--- config.mk ---
export PLATFORM = sky130hd
export DESIGN_NAME = fdr_run_decoder
export DESIGN_NICKNAME = d
export VERILOG_FILES = /design/src/rtl/fdr_pkg.sv /design/src/rtl/fdr_cw_parser.sv /design/src/rtl/fdr_run_emitter.sv /design/src/rtl/fdr_run_decoder.sv
export SDC_FILE = /design/constraint.sdc
export NUM_CORES = 1
export LEC_CHECK = 0
export BUFFER_PORTS_ARGS = -buffer_cell sky130_fd_sc_hd__buf_4
export CORE_UTILIZATION = 60
export DETAILED_ROUTE_END_ITERATION = 12
export MAX_ROUTING_LAYER = met4
export PLACE_DENSITY = 0.78
export SLEW_MARGIN = 25
export SYNTH_ARGS = -nofsm -noshare
export SYNTH_HDL_FRONTEND = slang
export SYNTH_SLANG_ARGS = --single-unit
--- constraint.sdc ---
create_clock -name clk -period 3.9 [get_ports clk]
set_clock_uncertainty 0.15 [all_clocks]
set_input_delay 0.78 -clock clk [delete_from_list [all_inputs] [get_ports clk]]
set_output_delay 0.78 -clock clk [all_outputs]
set_load 0.02 [all_outputs]
--- src/rtl/fdr_pkg.sv ---
package fdr_pkg;
   typedef enum logic [1:0] {
      PS_START  = 2'd0,
      PS_PREFIX = 2'd1,
      PS_TAIL   = 2'd2,
      PS_ERR    = 2'd3
   } parse_state_e;
endpackage

--- src/rtl/fdr_cw_parser.sv ---
module fdr_cw_parser
   import fdr_pkg::*;
#(
   parameter int MAX_GROUP      = 8,
   parameter bit TAIL_MSB_FIRST = 1'b1,
   localparam int CNT_W         = $clog2(MAX_GROUP + 1),
   localparam int LEN_W         = MAX_GROUP + 1
) (
   input  logic             clk,
   input  logic             rst_n,
   input  logic             ext_mode,
   input  logic             take,
   input  logic             in_bit,
   input  logic             in_last,
   output logic             can_accept,
   output logic             cw_load,
   output logic [LEN_W-1:0] cw_len,
   output logic             cw_val,
   output logic             cw_follow,
   output logic             err
);
   parse_state_e           state_q, state_d;
   logic [CNT_W-1:0]       ones_q, ones_d, ones_cur;
   logic [CNT_W-1:0]       k_q, k_d, left_q, left_d;
   logic [MAX_GROUP-1:0]   tail_q, tail_d, tail_next;
   logic                   typ_q, typ_d;
   logic                   load_d;
   logic [LEN_W-1:0]       len_d;
   logic                   follow_d;
   logic [LEN_W-1:0]       group_base;
   logic                   prefix_bit;

   // tail assembly variant
   generate
      if (TAIL_MSB_FIRST) begin : g_tail_msb
         assign tail_next = {tail_q[MAX_GROUP-2:0], in_bit};
      end else begin : g_tail_lsb
         logic [CNT_W-1:0] pos;
         assign pos       = k_q - left_q;
         assign tail_next = tail_q | (MAX_GROUP'(in_bit) << pos);
      end
   endgenerate

   assign ones_cur   = (state_q == PS_START) ? '0 : ones_q;
   assign group_base = (LEN_W'(1) << k_q) - LEN_W'(2);
   assign prefix_bit = (state_q == PS_PREFIX) || (state_q == PS_START && !ext_mode);

   always_comb begin
      state_d  = state_q;
      ones_d   = ones_q;
      k_d      = k_q;
      left_d   = left_q;
      tail_d   = tail_q;
      typ_d    = typ_q;
      load_d   = 1'b0;
      len_d    = cw_len;
      follow_d = cw_follow;
      if (take) begin
         if (state_q == PS_START) begin
            ones_d = '0;
            typ_d  = ext_mode ? in_bit : 1'b0;
            if (ext_mode) state_d = PS_PREFIX;
         end
         if (prefix_bit) begin
            if (in_bit) begin
               if (ones_cur == CNT_W'(MAX_GROUP - 1)) begin
                  state_d = PS_ERR;
               end else begin
                  ones_d  = ones_cur + CNT_W'(1);
                  state_d = PS_PREFIX;
               end
            end else begin
               k_d     = ones_cur + CNT_W'(1);
               left_d  = ones_cur + CNT_W'(1);
               tail_d  = '0;
               state_d = PS_TAIL;
            end
         end else if (state_q == PS_TAIL) begin
            tail_d = tail_next;
            left_d = left_q - CNT_W'(1);
            if (left_q == CNT_W'(1)) begin
               load_d   = 1'b1;
               len_d    = group_base + LEN_W'(tail_next);
               follow_d = !in_last;
               state_d  = PS_START;
            end
         end
      end
   end

   always_ff @(posedge clk) begin
      if (!rst_n) begin
         state_q   <= PS_START;
         ones_q    <= '0;
         k_q       <= '0;
         left_q    <= '0;
         tail_q    <= '0;
         typ_q     <= 1'b0;
         cw_load   <= 1'b0;
         cw_len    <= '0;
         cw_val    <= 1'b0;
         cw_follow <= 1'b0;
      end else begin
         state_q   <= state_d;
         ones_q    <= ones_d;
         k_q       <= k_d;
         left_q    <= left_d;
         tail_q    <= tail_d;
         typ_q     <= typ_d;
         cw_load   <= load_d;
         cw_len    <= len_d;
         cw_follow <= follow_d;
         if (load_d) cw_val <= typ_q;
      end
   end

   assign can_accept = (state_q != PS_ERR) && !cw_load;
   assign err        = (state_q == PS_ERR);
endmodule

--- src/rtl/fdr_run_emitter.sv ---
module fdr_run_emitter #(
   parameter int LEN_W = 9
) (
   input  logic             clk,
   input  logic             rst_n,
   input  logic             cw_load,
   input  logic [LEN_W-1:0] cw_len,
   input  logic             cw_val,
   input  logic             cw_follow,
   input  logic             out_ready,
   output logic             out_valid,
   output logic             out_bit,
   output logic             busy
);
   logic [LEN_W-1:0] rem_q;
   logic             val_q;
   logic             fol_q;
   logic             in_run;

   assign in_run    = (rem_q != '0);
   assign busy      = in_run || fol_q;
   assign out_valid = busy;
   assign out_bit   = in_run ? val_q : ~val_q;

   always_ff @(posedge clk) begin
      if (!rst_n) begin
         rem_q <= '0;
         val_q <= 1'b0;
         fol_q <= 1'b0;
      end else if (cw_load) begin
         rem_q <= cw_len;
         val_q <= cw_val;
         fol_q <= cw_follow;
      end else if (busy && out_ready) begin
         if (in_run) rem_q <= rem_q - LEN_W'(1);
         else        fol_q <= 1'b0;
      end
   end
endmodule

--- src/rtl/fdr_run_decoder.sv ---
module fdr_run_decoder #(
   parameter int MAX_GROUP      = 8,
   parameter bit TAIL_MSB_FIRST = 1'b1
) (
   input  logic clk,
   input  logic rst_n,
   input  logic ext_mode,
   input  logic in_valid,
   input  logic in_bit,
   input  logic in_last,
   output logic in_ready,
   output logic out_valid,
   output logic out_bit,
   input  logic out_ready,
   output logic err
);
   localparam int LEN_W = MAX_GROUP + 1;

   generate
      if (MAX_GROUP < 2 || MAX_GROUP > 30) begin : g_bad_cfg
         $error("MAX_GROUP must lie in 2..30");
      end
   endgenerate

   logic             can_accept, take, busy;
   logic             cw_load, cw_val, cw_follow;
   logic [LEN_W-1:0] cw_len;

   assign in_ready = can_accept && !busy;
   assign take     = in_valid && in_ready;

   fdr_cw_parser #(
      .MAX_GROUP(MAX_GROUP),
      .TAIL_MSB_FIRST(TAIL_MSB_FIRST)
   ) parser_i (
      .clk(clk), .rst_n(rst_n), .ext_mode(ext_mode), .take(take),
      .in_bit(in_bit), .in_last(in_last), .can_accept(can_accept),
      .cw_load(cw_load), .cw_len(cw_len), .cw_val(cw_val),
      .cw_follow(cw_follow), .err(err)
   );

   fdr_run_emitter #(
      .LEN_W(LEN_W)
   ) emitter_i (
      .clk(clk), .rst_n(rst_n), .cw_load(cw_load), .cw_len(cw_len),
      .cw_val(cw_val), .cw_follow(cw_follow), .out_ready(out_ready),
      .out_valid(out_valid), .out_bit(out_bit), .busy(busy)
   );
endmodule

==> impl_summary.txt <==
----------------------------------------------------
[Critical path]
  Reg-to-reg slack, setup ... around 0.97 ns
  Register-to-Register Path Depth ... 10
  Worst path arrival time ... 2.09 ns
  Classification of the worst setup path ... reg2out
  Largest fanout of any net on the critical path ... 4
  CP required ... 2.97 ns
  Reg-to-reg endpoint ... parser_i.cw_len[8]
  Startpoint types ... flop
  CP Capture Type ... output pin
  Worst Setup SP ... emitter_i.rem_q[0]
  Reg-to-reg critical path startpoint ... parser_i.k_q[1]
  Worst setup path endpoint ... in_ready

[Finish]
  Count of antenna diodes in the layout ... 0
  Proportion of layout cells with a drive suffix above 1 ... 7.778%
  Area growth, synth to finish ... 6.537%
  Number of nets at the end of the flow ... 386

[Route]
  DRT Wirelength ... 5923 um
  Number of vias per cell ... just under 6
  Iter 0 DRT Violations ... 151
  Via total after detailed routing ... 2,437
  Remaining design rule violation count ... 0
  Drt wl/cell ... 14.38 um
  TritonRoute pass-1 iters ... 4
  Number of nets with antenna violations after routing ... 0

[GRT]
  GR Util met2 ... a little over two fifths
  Met1 demand-to-capacity share in global routing ... a little over a third
  Vias in the first global route ... 2,236
  GR met3 Demand/Resource ... 4.070%
  Layer with the highest usage ... met2
  Overflow left after global routing ... 0
  Number of antenna violations at the first check in global routing ... 0
  Tot GR Track Use ... a little over a quarter
  Maximum number of pins on one net before global-route repair ... 22
  Wire length of the first global-routing pass ... 10,270 um

[STA]
  Min Tclk post-route ... 3.016 ns
  Count of pins over their slew limit ... 0
  Period Utilization, post-route ... 77.34%
  Final count of negative-setup-slack endpoints ... 0
  Slew HR ... 56.46%
  Number of hold-slack violations in the final timing report ... 0
  RSZ-0062 raised after global routing ... false
  Setup total negative slack ... 0 ns
  Transition at the pin with the smallest max-transition slack ... 0.6495 ns
  Achievable clock frequency ... 0.3315 GHz
  Hold slack ... 0.3027 ns

[Placed design]
  Weighted congestion at the end of routability-driven global placement ... 0.8800
  Count of input and output buffers ... 10
  Estimated wirelength of the detail-placed design ... 4398 um

[Synth]
  Async set-or-reset flop fraction in the synthesized netlist ... 0%
  Number of enable-type register cells in the synthesized netlist ... 0
  Library cell occupying the most area in the post-synthesis netlist ... sky130_fd_sc_hd__dfxtp_1
  Register area share after synthesis ... 32.68%
  Combined area of all synthesized cells ... around 2800 um2
  Synthesized netlist cell count ... 357
  Total nets after synthesis ... between 300 and 400
  Most used flip-flop cell after synthesis ... sky130_fd_sc_hd__dfxtp_1
  Number of storage elements in the synthesis netlist ... 45
  Mapped Avg Cell Area ... 7.721 um2
  Number of distinct standard cells referenced by the synthesized netlist ... between 50 and 60
  Synthesis Warnings ... 0
  Ranking of synthesized cells by area ... sky130_fd_sc_hd__dfxtp_1, sky130_fd_sc_hd__ha_1, sky130_fd_sc_hd__a21oi_1, sky130_fd_sc_hd__nand2_1, sky130_fd_sc_hd__inv_1
  Top cell type's share of synthesized area ... 32.68%

[CTS]
  Number of setup buffers added after CTS ... 0
  CTS clk-pin slew, worst paths ... 0.08 ns
  Clock tree root buffer cell ... sky130_fd_sc_hd__clkbuf_8
  Buffer levels on the longest clock path ... 2
  Maximum level of the CTS H-tree ... 2
  Post-cts resize count ... 0
  CTS tree ... yes
  Clock Sinks ... 45
  Source-to-sink clock delay at the later pin of the worst-skew pair ... 0.30 ns
  Hold_buf cts ... 0
  Number of buffers added by the clock tree synthesis step ... 5

[Floorplan]
  Number of top-level pins ... 11
  Area of the placeable core ... 4384 um2
  Horizontal die dimension ... 69.78 um
  Initial Utilization ... 62.87%
  Vert. Die Dim ... 69.78 um
  Number of placement rows ... 24
  Overall die area ... about 4900 um2

[Job]
  Total of max-cap violations ... 0

[Pwr]
  Switching Fraction ... 42.29%
  Worst voltage drop across the vdd grid ... 284.1 uV
  Combinational power share ... a little under half
  Power Internal ... roughly 0.98 mW
  Areal power density over the cells ... 577.7 nW/um2
  Static leakage power ... 1.134 nW
  Sequential share of power ... between 30% and 40%
  Portion of total power attributed to the clock network ... between 10% and 20%
  P_sw ... about 0.7 mW

[Run status]
  Result of the run ... completed

[Min path]
  Class of the worst hold path ... reg2reg

----------------------------------------------------
==> registers in the layout, summed over array words and instances (netlist names) <==
register            flops
parser_i.cw_follow      1
emitter_i.rem_q         9
parser_i.tail_q         7
parser_i.k_q            4
parser_i.typ_q          1
parser_i.ones_q         4
parser_i.left_q         4
parser_i.state_q        2
parser_i.cw_len         9
emitter_i.fol_q         1
parser_i.cw_val         1
parser_i.cw_load        1
emitter_i.val_q         1
==> synthesized netlist by cell type, types with 4 or more instances <==
cell type                  count
sky130_fd_sc_hd__nor2_1       30
sky130_fd_sc_hd__or3_1         4
sky130_fd_sc_hd__inv_1        36
sky130_fd_sc_hd__dfxtp_1      45
sky130_fd_sc_hd__nand4_1      10
sky130_fd_sc_hd__ha_1         19
sky130_fd_sc_hd__nor2b_1      10
sky130_fd_sc_hd__o21ai_0      13
sky130_fd_sc_hd__a21oi_1      35
sky130_fd_sc_hd__nand3_1      11
sky130_fd_sc_hd__xnor2_1       8
sky130_fd_sc_hd__mux2i_1       6
sky130_fd_sc_hd__clkbuf_1     12
sky130_fd_sc_hd__nor3_1        8
sky130_fd_sc_hd__nand2_1      44
sky130_fd_sc_hd__nand2b_1      6
sky130_fd_sc_hd__o211ai_1      4
==> placed cells by master (no fill, tap or decap), types with 10 or more instances in the layout <==
master / instances
sky130_fd_sc_hd__nand3_1: 11
sky130_fd_sc_hd__ha_1: 19
sky130_fd_sc_hd__a21oi_1: 35
sky130_fd_sc_hd__nor2b_1: 10
sky130_fd_sc_hd__dfxtp_1: 45
sky130_fd_sc_hd__o21ai_0: 13
sky130_fd_sc_hd__inv_1: 36
sky130_fd_sc_hd__buf_4: 12
sky130_fd_sc_hd__nand2_1: 44
sky130_fd_sc_hd__nand4_1: 10
sky130_fd_sc_hd__nor2_1: 30
==> worst min-delay path by stage <==
stage | to | cells after the start | from | slack, ns
after floorplan | parser_i.cw_len[0] | 2 | parser_i.cw_len[0] | 0.28
after global placement | parser_i.cw_len[5] | 2 | parser_i.cw_len[5] | 0.29
after detailed placement | parser_i.cw_len[1] | 2 | parser_i.cw_len[1] | 0.30
after CTS | parser_i.tail_q[6] | 2 | parser_i.tail_q[6] | 0.31
after global routing | parser_i.cw_len[1] | 2 | parser_i.cw_len[1] | 0.32
final | parser_i.tail_q[6] | 2 | parser_i.tail_q[6] | 0.30
==> area by class of cell <==
cell class                      instances  area (um2)
Timing Repair Buffer                   12       90.09
Clock inverter                          2       13.76
Inverter                               37       138.9
Tap cell                               52       65.06
Fill cell                             385        1448
Clock buffer                            6       82.58
Sequential cell                        45       900.9
Multi-Input combinational cell        258        1645
==> layer usage <==
layer	up-vias	share of wire [%]
li1	1247	-
met1	1151	48
met2	32	48
met3	7	3.2
met4	0	0.91
met5	-	0
==> power by group through the flow <==
stage | logic, mW | clock network [mW] | registers [mW]
final | 0.788 | 0.308 | 0.600
after global routing | 0.876 | 0.330 | 0.610
after CTS | 0.788 | 0.313 | 0.599
after detailed placement | 0.781 | 0 | 0.610
after global placement | 0.765 | 0 | 0.606
after floorplan | 0.625 | 0 | 0.577
==> through the flow <==
step | setup WS (ns) | std cells | utilization, % | instance area (um2) | total power [mW]
floorplan | 1.006 | 357 | - | 2756 | 1.201
global placement | 1.178 | 404 | 64.78 | 2840 | 1.371
detailed placement | 1.044 | 404 | 64.78 | 2840 | 1.391
CTS | 0.8843 | 412 | 66.98 | 2937 | 1.700
global route | 0.6970 | 412 | 66.98 | 2937 | 1.817
finish | 0.8838 | 412 | 66.98 | 2937 | 1.697
==> cells by family after synthesis <==
group,share of synthesized area (%)
buffers and inverters,7.626
XOR/XNOR,3.178
flip-flops,32.68
AND/OR/NAND/NOR,28.10
AO/OA/AOI/OAI,16.89
adder cells (fa/ha/maj),9.351
multiplexers,2.179
==> worst max-delay path, stage by stage (launching register included) <==
cell	delay (ns)
sky130_fd_sc_hd__dfxtp_1	0.34
sky130_fd_sc_hd__inv_1	0.06
sky130_fd_sc_hd__ha_1	0.18
sky130_fd_sc_hd__or4b_2	0.61
sky130_fd_sc_hd__nor2_1	0.19
sky130_fd_sc_hd__nand2_1	0.10
sky130_fd_sc_hd__nor3_1	0.14
sky130_fd_sc_hd__buf_4	0.17
No activity file was read; power rests on OpenSTA's default activity.
